===== config.mk =====
export PLATFORM = sky130hd
export DESIGN_NAME = sdr_burst_seq
export DESIGN_NICKNAME = d
export VERILOG_FILES = /design/src/rtl/sdr_seq_pkg.sv /design/src/rtl/sdr_mode_reg.sv /design/src/rtl/sdr_beat_ctl.sv /design/src/rtl/sdr_rd_pipe.sv /design/src/rtl/sdr_burst_seq.sv
export SDC_FILE = /design/constraint.sdc
export NUM_CORES = 1
export LEC_CHECK = 0
export ABC_AREA = 0
export ABC_CLOCK_PERIOD_IN_PS = 5400
export BUFFER_PORTS_ARGS = -buffer_cell sky130_fd_sc_hd__buf_2
export CAP_MARGIN = 0
export CELL_PAD_IN_SITES_DETAIL_PLACEMENT = 1
export CELL_PAD_IN_SITES_GLOBAL_PLACEMENT = 1
export CORE_ASPECT_RATIO = 1.2
export CORE_MARGIN = 10
export CORE_UTILIZATION = 43
export DETAILED_ROUTE_END_ITERATION = 7
export HOLD_SLACK_MARGIN = 0.02
export PLACE_DENSITY = 0.83
export SLEW_MARGIN = 20
export SYNTH_ARGS = -nofsm -noshare
export SYNTH_HDL_FRONTEND = slang
export SYNTH_HIERARCHICAL = 1
export SYNTH_SLANG_ARGS = --single-unit

===== constraint.sdc =====
create_clock -name clk -period 5.4 [get_ports clk]
set_input_delay 1.08 -clock clk [delete_from_list [all_inputs] [get_ports clk]]
set_output_delay 1.08 -clock clk [all_outputs]
set_load 0.01 [all_outputs]

===== src/rtl/sdr_seq_pkg.sv =====
package sdr_seq_pkg;

    localparam int COL_W   = 9;
    localparam int BANK_W  = 2;
    localparam int LAT_MAX = 3;
    localparam int LAT_MIN = 2;

    typedef enum logic [2:0] {
        CMD_NOP   = 3'd0,
        CMD_MODE  = 3'd1,
        CMD_READ  = 3'd2,
        CMD_WRITE = 3'd3,
        CMD_TERM  = 3'd4
    } cmd_e;

    // stored burst setting
    typedef struct packed {
        logic [2:0] len;
        logic       ilv;
        logic       lat3;
    } mode_t;

    // running burst context
    typedef struct packed {
        logic              act;
        logic              wr;
        logic [BANK_W-1:0] bank;
        logic [COL_W-1:0]  start;
        logic [COL_W-1:0]  cnt;
    } beat_t;

    function automatic logic is_full(input logic [2:0] code);
        return code == 3'd7;
    endfunction

    // mask of the column bits that move inside one burst block
    function automatic logic [COL_W-1:0] len_mask(input logic [2:0] code);
        logic [COL_W-1:0] m;
        case (code)
            3'd0, 3'd1, 3'd2, 3'd3: m = (COL_W'(1) << code) - COL_W'(1);
            3'd7:                   m = '1;
            default:                m = '0;
        endcase
        return m;
    endfunction

    function automatic logic [COL_W-1:0] col_of(
        input logic [COL_W-1:0] start,
        input logic [COL_W-1:0] cnt,
        input logic [COL_W-1:0] mask,
        input logic             ilv
    );
        logic [COL_W-1:0] low;
        low = ilv ? (start ^ cnt) : (start + cnt);
        return (start & ~mask) | (low & mask);
    endfunction

endpackage


===== src/rtl/sdr_mode_reg.sv =====
module sdr_mode_reg
    import sdr_seq_pkg::*;
(
    input  logic       clk,
    input  logic       rst,
    input  logic       we_i,
    input  logic [2:0] len_i,
    input  logic       ilv_i,
    input  logic [1:0] lat_i,
    output mode_t      mode_o
);
    always_ff @(posedge clk) begin
        if (rst) begin
            mode_o <= '{len: 3'd0, ilv: 1'b0, lat3: 1'b1};
        end else if (we_i) begin
            mode_o <= '{len: len_i, ilv: ilv_i, lat3: (lat_i == 2'd3)};
        end
    end
endmodule


===== src/rtl/sdr_beat_ctl.sv =====
module sdr_beat_ctl
    import sdr_seq_pkg::*;
(
    input  logic              clk,
    input  logic              rst,
    input  logic [2:0]        cmd_i,
    input  logic [BANK_W-1:0] bank_i,
    input  logic [COL_W-1:0]  col_i,
    input  mode_t             mode_i,
    output beat_t             beat_o,
    output logic              nxt_rd_o
);
    beat_t            nxt;
    logic [COL_W-1:0] mask;
    logic             full;

    assign mask = len_mask(mode_i.len);
    assign full = is_full(mode_i.len);

    always_comb begin
        nxt = beat_o;
        case (cmd_e'(cmd_i))
            CMD_READ, CMD_WRITE: begin
                nxt.act   = 1'b1;
                nxt.wr    = (cmd_e'(cmd_i) == CMD_WRITE);
                nxt.bank  = bank_i;
                nxt.start = col_i;
                nxt.cnt   = '0;
            end
            CMD_TERM: nxt.act = 1'b0;
            default: begin
                if (beat_o.act) begin
                    if (!full && beat_o.cnt == mask) nxt.act = 1'b0;
                    else                             nxt.cnt = beat_o.cnt + COL_W'(1);
                end
            end
        endcase
    end

    assign nxt_rd_o = nxt.act & ~nxt.wr;

    always_ff @(posedge clk) begin
        if (rst) beat_o <= '0;
        else     beat_o <= nxt;
    end
endmodule


===== src/rtl/sdr_rd_pipe.sv =====
module sdr_rd_pipe #(
    parameter int DEPTH = 3,
    parameter int LO    = 2
) (
    input  logic clk,
    input  logic rst,
    input  logic in_i,
    input  logic long_i,
    output logic out_o,
    output logic busy_o
);
    localparam int IDX_LO = LO - 1;
    localparam int IDX_HI = DEPTH - 1;

    logic [DEPTH-1:0] stg;

    always_ff @(posedge clk) begin
        if (rst) stg <= '0;
        else     stg <= {stg[DEPTH-2:0], in_i};
    end

    assign out_o  = long_i ? stg[IDX_HI] : stg[IDX_LO];
    assign busy_o = |stg;
endmodule


===== src/rtl/sdr_burst_seq.sv =====
module sdr_burst_seq
    import sdr_seq_pkg::*;
(
    input  logic              clk,
    input  logic              rst,
    input  logic [2:0]        cmd_i,
    input  logic [BANK_W-1:0] bank_i,
    input  logic [COL_W-1:0]  col_i,
    input  logic [2:0]        cfg_len_i,
    input  logic              cfg_ilv_i,
    input  logic [1:0]        cfg_lat_i,
    output logic              act_o,
    output logic              wr_o,
    output logic [BANK_W-1:0] bank_o,
    output logic [COL_W-1:0]  col_o,
    output logic              rd_valid_o
);
    mode_t mode_q;
    beat_t beat_q;
    logic  nxt_rd;
    logic  pipe_busy;
    logic  mode_we;

    assign mode_we = (cmd_e'(cmd_i) == CMD_MODE) && !beat_q.act && !pipe_busy;

    sdr_mode_reg u_mode (
        .clk    (clk),
        .rst    (rst),
        .we_i   (mode_we),
        .len_i  (cfg_len_i),
        .ilv_i  (cfg_ilv_i),
        .lat_i  (cfg_lat_i),
        .mode_o (mode_q)
    );

    sdr_beat_ctl u_ctl (
        .clk      (clk),
        .rst      (rst),
        .cmd_i    (cmd_i),
        .bank_i   (bank_i),
        .col_i    (col_i),
        .mode_i   (mode_q),
        .beat_o   (beat_q),
        .nxt_rd_o (nxt_rd)
    );

    sdr_rd_pipe #(.DEPTH(LAT_MAX), .LO(LAT_MIN)) u_pipe (
        .clk    (clk),
        .rst    (rst),
        .in_i   (nxt_rd),
        .long_i (mode_q.lat3),
        .out_o  (rd_valid_o),
        .busy_o (pipe_busy)
    );

    assign act_o  = beat_q.act;
    assign wr_o   = beat_q.wr;
    assign bank_o = beat_q.bank;
    assign col_o  = col_of(beat_q.start, beat_q.cnt, len_mask(mode_q.len),
                           mode_q.ilv & ~is_full(mode_q.len));
endmodule


Word level (Yosys, flattened, before mapping)
Cells that the tools add are included.
- flip-flop bits (word level): 30
- bits in latches: 0
- memory bits (writable): 0
- bits in read-only memories: 0
- input port bits: 22
- logic and storage cells: 56
- memories kept: 0
- $add $sub $neg: 3
- $mul: 0
- div/mod/pow operators: 0
- order comparisons: 0
- equal/unequal tests: 11
- shift-type cells: 1
- mux-type cells: 10
- bitwise logic cells: 10
- reduce and logical (&&, ||, !) cells: 12
- operator list (kind ; count):
    case mux 9 bit (2 select lines) ; 2
    two-way mux 9 bit ; 3
    AND 9 bit ; 2
    equality test 3 x 2 -> 1 bit (second input constant) ; 4
    two-way mux 12 bit ; 1
    adder 9 x 1 -> 9 bit (second input constant) ; 1
    adder 9 bit ; 1
    equality test 9 bit ; 1
    NOT 9 bit ; 1
    OR 9 bit ; 1
    left shift 1 x 3 -> 9 bit (first input constant) ; 1
    subtractor 9 x 2 -> 9 bit (second input constant) ; 1
    bitwise XOR 9 bit ; 1
    equality test 3 x 1 -> 1 bit (second input constant) ; 2
    equality test 3 bit (second input constant) ; 2
    OR reduction 4 bit ; 1
    logical AND 1 bit ; 3
    logical NOT 1 bit ; 3
    logical NOT 3 bit ; 1
    two-way mux 1 bit ; 3
    NOT 1 bit ; 3
    AND reduction 3 bit ; 1
    OR reduction 3 bit ; 1
    AND 1 bit ; 2
    5 further kinds ; 5

Longest topological paths before layout
Gate-level depths: netlist of the first run.
- depth after elaboration: 9
- gate-level depth with buffers: 8
- gate-level depth less buffers: 8

Hierarchy
The synthesis of the first run kept the hierarchy.
- by module, submodules not included (module ; instances ; cells an instance ; area each (sq um) ; sequential area each (sq um)):
    sdr_beat_ctl ; 1 ; 122 ; 997.2 ; 440.4
    sdr_burst_seq ; 1 ; 82 ; 535.5 ; 0.0
    sdr_mode_reg ; 1 ; 16 ; 185.2 ; 100.1
    sdr_rd_pipe ; 1 ; 8 ; 96.3 ; 60.1

Worst setup path after synthesis of the first run
No wires, ideal clock.
- kind: register -> output
- start point: register u_ctl/beat_o[0] (netlist bit)
- end point: output col_o[8]
- data arrival time: 1.920 ns
- required time: 4.320 ns
- path slack: 2.400 ns
- cell stages (with the launch flop): 9
- path buffers: 0
- cell sequence: dfxtp_1 > ha_1 > inv_1 > fa_1 > nand2b_1 > a21oi_1 > nor3_1 > a2111oi_1 > nand2_1
- word-level cells in the longest chain between the ends: 4
- ends and longest elaborated chain (what ; RTL line ; text):
    start: declaration ; sdr_beat_ctl.sv:10 ; output beat_t beat_o,
    start signal: assignment ; sdr_beat_ctl.sv:44 ; else beat_o <= nxt;
    adder 9 bit ; sdr_seq_pkg.sv:54 ; low = ilv ? (start ^ cnt) : (start + cnt);
    two-way mux 9 bit ; sdr_seq_pkg.sv:54 ;
    AND 9 bit ; sdr_seq_pkg.sv:55 ; return (start & ~mask) | (low & mask);
    OR 9 bit ; sdr_seq_pkg.sv:55 ;
    end: declaration ; sdr_burst_seq.sv:15 ; output logic [COL_W-1:0] col_o,
No other way between the ends.

Final worst setup path of the first run
Ends and elaborated chain as after synthesis.

==> reports/results.ini, run 1 <==
[run_status]
outcome = completed

[power]
finalPower_mw = 0.483
ir_worst_vdd_uv = 128
p_leak_nw = 0.873
p_per_area_nw_per_um2 = 226

[cells_and_area]
drive_gt1_frac = 0.199
nNetsFinal = 298
syn_to_final_growth_pct = 17.8
antennaDiodeCount = 0
final_util = 0.534
final_area_um2 = 2140

[logic_synthesis]
synth-edff-count = 0
syn_area_per_cell_um2 = 7.96
synth_most_common_cell = nand2_1
synth_area_leaders = dfxtp_1 (33%), nand2_1 (8.5%), ha_1 (6.2%)
ys_seq_area_frac = 0.331
synth_nets = 260
async_flop_share = 0
netlist_area_um2 = 1810
yosysTopAreaCell = dfxtp_1
ys_ff_latch = 30
synth_cells = 228
ys.flop_type = dfxtp_1
yosysWarningCount = 6
synth_cell_types = 48
synth_top_area_share = 0.331
synth_common_cells = nand2_1 (41), dfxtp_1 (30), a21oi_1 (21)

[grt]
gr-usage-met2 = 0.254
grt_util_all_layers = 0.147
met3_usage = 0.0513
grt_max_degree = 25
grtUsageMet1 = 0.160
grt_pass1_wl_um = 8580
grt_overflow = 0
grt_pass1_vias = 1794
busiest_layer = met2
antenna_found_initial = 0

[place]
placed_area_um2 = 2040
globalplace.congestion = 0.845
port-buffer-count = 35
dp_hpwl_um = 3840

[clocking]
cts_inserted_buffers = 5
post_cts_buffers = 0
htree_levels = 2
clockRootBuffer = clkbuf_8
cts_max_path_buffers = 2
cts-hold-fix-buffers = 0
path_clk_slew_ns = 0.07
cts_tree = built
clock_sinks = 30
cts_resized = 0
clock_latency_ns = 0.28

[sta]
rsz0062_at_grt = false
fin_crit_ns = 3.62
hold_violations = 0
setup_violations = 0
finClkSkew_ns = 0.00325
tightestPinTransition_ns = 0.959
report.final.slew_viol_count = 0
timing.hold.ws_ns = 0.458
finalCritPeriodShare = 0.671
finalSetupTns_ns = 0
relSlewSlack = 0.355
timing.fmax_ghz = 0.276

[die]
io_pins = 36
die_area_um2 = 7230
start_util = 0.453
die_w_um = 79.3
die_h_um = 91.2
placementRows = 25
core_region_area_um2 = 4000

[route]
antenna_left = 0
firstDrtPassIters = 4
routedWlPerCell_um = 16.1
vias = 1760
via_per_inst = 5.48
drtIter0Drc = 47
drt_wl_total_um = 5160
drc = 0

[worst_setup_path]
cp-end-kind = output port
worstPathRequired_ns = 4.32
startpoint_type = register
crit_arrival_ns = 2.54
crit_path_max_fanout = 9
worst-setup-path-type = reg -> out

[worst_hold_path]
min_path_type = reg -> reg

[flow_run]
max_cap_viol_count = 0

==> layer usage <==
layer	wire length, µm	vias up	share of wire
li1	-	886	-
met1	2220	843	0.43
met2	2640	29	0.51
met3	270	2	0.052
met4	27	0	0.0052
met5	0	-	0
==> worst max-delay path: stages, from the launching register on <==
cell       delay, ns
dfxtp_1         0.47
ha_1            0.23
inv_1           0.07
fa_1            0.38
nand2b_1        0.18
a21oi_1         0.24
nor3_1          0.08
a2111oi_1       0.38
nand2_1         0.08
buf_2           0.15
==> worst paths after layout <==
kind	slack, ns	from	endpoint	cells after the start
setup reg to reg	3.37	u_ctl/beat_o[2]$_SDFFE_PP0P_	u_pipe/stg[0]$_SDFF_PP0_	6
hold reg to reg	0.46	u_ctl/beat_o[19]$_SDFFE_PP0N_	u_ctl/beat_o[19]$_SDFFE_PP0N_	2
setup / recovery	1.78	u_ctl/beat_o[0]$_SDFFE_PP0P_	col_o[8]	9
hold / removal	0.46	u_ctl/beat_o[19]$_SDFFE_PP0N_	u_ctl/beat_o[19]$_SDFFE_PP0N_	2
==> where the power goes <==
part / switching (mW) / total [mW] / internal [mW]
Sequential: 0.00663 / 0.234 / 0.228
Combinational: 0.0327 / 0.0575 / 0.0247
Clock: 0.0893 / 0.192 / 0.102
Total: 0.129 / 0.483 / 0.355
==> logic make-up after synthesis <==
group	synth area share
compound gates	0.206
xor+xnor	0.0386
fa+ha+maj	0.0731
buf+inv	0.0372
flops	0.331
mux	0.0400
simple gates	0.274
==> cell usage in the layout, fill, tap and decap left out, types with 3 or more instances in the layout <==
cell type	count
inv_1	10
nor2b_1	7
nor3_1	4
buf_2	35
o31ai_1	6
o21a_1	3
nand2b_1	4
dfxtp_1	30
nand3_1	7
a21oi_1	21
nand4_1	3
nor4_1	3
o21ai_0	8
xor2_1	6
and2_1	3
nand2_1	41
clkbuf_8	6
mux2i_1	5
or3_1	3
ha_1	9
nor2_1	16
==> cell type report <==
cell class,count,area (µm²)
fill,538,1870
multi-input combinational,182,1150
sequential,30,601
timing repair buffer,37,190
clock buffer,6,82.6
tap,54,67.6
inverter,10,37.5
clock inverter,2,12.5
==> through the flow <==
stage,worst slack [ns],std cells
after floorplan,2.40,228
after global placement,2.15,313
after detailed placement,2.07,313
after CTS,1.76,321
after global routing,1.58,321
final,1.78,321
==> flip-flops by register name, indices dropped and copies added (netlist names) <==
| signal | flops |
|---|---|
| u_ctl/beat_o | 22 |
| u_pipe/stg | 3 |
| u_mode/mode_o | 5 |
(Power assumes the default switching activity.)
==> inputs of run 2 (changes only) <==
ABC_CLOCK_PERIOD_IN_PS = 3200   (was 5400)
CORE_UTILIZATION = 36   (was 43)
PLACE_DENSITY = 0.74   (was 0.83)
clock period = 3.2 ns   (was 5.4 ns; I/O delays follow)
==> reports/results.ini, run 2 (synthesis results as in run 1) <==
[cells_and_area]
final_common_cell = nand2_1
fin_cells = 327
fillCellCount = 634
reg_top3 = u_ctl/beat_o x22, u_mode/mode_o x5, u_pipe/stg x3
antennaDiodeCount = 0
seqCellArea_um2 = 602
drive_gt1_frac = 0.206
final_area_um2 = 2170
final_util = 0.443
mostFrequentLayoutCells = nand2_1 (41), buf_2 (35), dfxtp_1 (29)
syn_to_final_growth_pct = 19.9
multi_input_area_um2 = 1150
nNetsFinal = 299
regMostFlops = u_ctl/beat_o
largest_register_ffs = 22

[sta]
relSlewSlack = 0.616
rsz0062_at_grt = false
timing.hold.ws_ns = 0.453
timing.fmax_ghz = 0.335
finClkSkew_ns = 0.00238
setup_violations = 0
finalWorstSetupSlack_ns = 0.217
report.final.slew_viol_count = 0
tightestPinTransition_ns = 0.574
hold_violations = 0
finalCritPeriodShare = 0.932
fin_crit_ns = 2.98
finalSetupTns_ns = 0

[place]
place_ws_ns = 0.333
dp_hpwl_um = 3890
port-buffer-count = 35
globalplace.congestion = 0.815
placedCellCount = 320
placed_area_um2 = 2060

[worst_hold_path]
min_path_type = reg -> reg
hp-start = u_ctl/beat_o[18]$_SDFFE_PP0N_
hold_end = u_ctl/beat_o[18]$_SDFFE_PP0N_
min_path_cells = 2

[worst_setup_path]
worst-setup-path-type = reg -> out
startpoint = u_ctl/beat_o[0]$_SDFFE_PP0P_
crit_path_max_fanout = 9
r2r_setup_slack_ns = 1.15
cp-end-kind = output port
crit_arrival_ns = 2.34
crit_slowest_cell = dfxtp_2
worstRegToRegCells = 6
cp_slowest_stage_delay_ns = 0.40
startpoint_type = register
path_cells = ha_1 -> inv_1 -> fa_1 -> nand2b_1 -> a21oi_2 -> nor3_1 -> a2111oi_1 -> nand2_1 -> buf_2
r2r_end = u_pipe/stg[0]$_SDFF_PP0_
worstPathRequired_ns = 2.56
critPathTopFamily = adder cells
cp_num_buf_inv = 2
r2r_start = u_mode/mode_o[3]$_SDFFE_PP0P_

[die]
start_util = 0.370
placementRows = 28
io_pins = 36
die_area_um2 = 8290
core_region_area_um2 = 4900
die_w_um = 84.8
die_h_um = 97.8

[route]
via_per_inst = 5.45
routedWlPerCell_um = 15.8
drtIter0Drc = 53
vias = 1782
drt_wl_total_um = 5150
firstDrtPassIters = 4
drc = 0
antenna_left = 0

[clocking]
cts_tree = built
clock_sinks = 30
clock_latency_ns = 0.28
htree_levels = 2
cts_inserted_buffers = 5
path_clk_slew_ns = 0.06
clockRootBuffer = clkbuf_8
cts_max_path_buffers = 2

[run_status]
outcome = completed

[grt]
grt_pass1_vias = 1969
antenna_found_initial = 0
grt_max_degree = 25
grt_overflow = 0
grt_util_all_layers = 0.131
grt_pass1_wl_um = 9220

[flow_run]
max_cap_viol_count = 0

[power]
p_per_area_nw_per_um2 = 406
finalPower_mw = 0.882
p_leak_nw = 0.888
ir_worst_vdd_uv = 300

==> run 2: how the worst max path moves through the flow <==
stage	end	slack, ns	depth (start not counted)
CTS	col_o[8]	0.02	9
floorplan	col_o[8]	0.64	8
finish	col_o[8]	0.22	9
global placement	col_o[8]	0.38	9
detailed placement	col_o[8]	0.33	9
global route	col_o[8]	0.006	9
==> run 2: worst register-to-register path, stage by stage (launching register included) <==
cell and delay [ns]:
dfxtp_1 0.53, inv_1 0.08, a211o_1 0.31, a2111oi_4 0.58, or4_1 0.19, o21ai_0 0.08, nor2b_1 0.16
==> run 2: routing by layer <==
layer,up-vias,wire (µm),global-route usage
met5,-,0,0
met4,0,102,0.0470
met3,7,211,0.0374
met1,858,2320,0.150
li1,884,-,-
met2,33,2510,0.224
==> run 2: timing repair <==
item / in CTS / in global routing
hold buffers: 0 / 0
endpoints found under the setup margin: 0 / 3
gates resized for setup: 0 / 2
setup buffers: 0 / 0
==> run 2: where the power goes <==
part / leakage (nW) / switching [mW] / internal, mW
combinational: 0.586 / 0.0552 / 0.0425
sequential: 0.244 / 0.0111 / 0.385
clock: 0.0573 / 0.140 / 0.249
total: 0.888 / 0.206 / 0.676
==> run 2: layout make-up <==
type,instances,area share
clock buffer,6,0.0380
clock inverter,1,0.0138
inverter,10,0.0173
multi-input combinational,182,0.529
sequential,30,0.277
tap,60,0.0345
timing repair buffer,38,0.0909
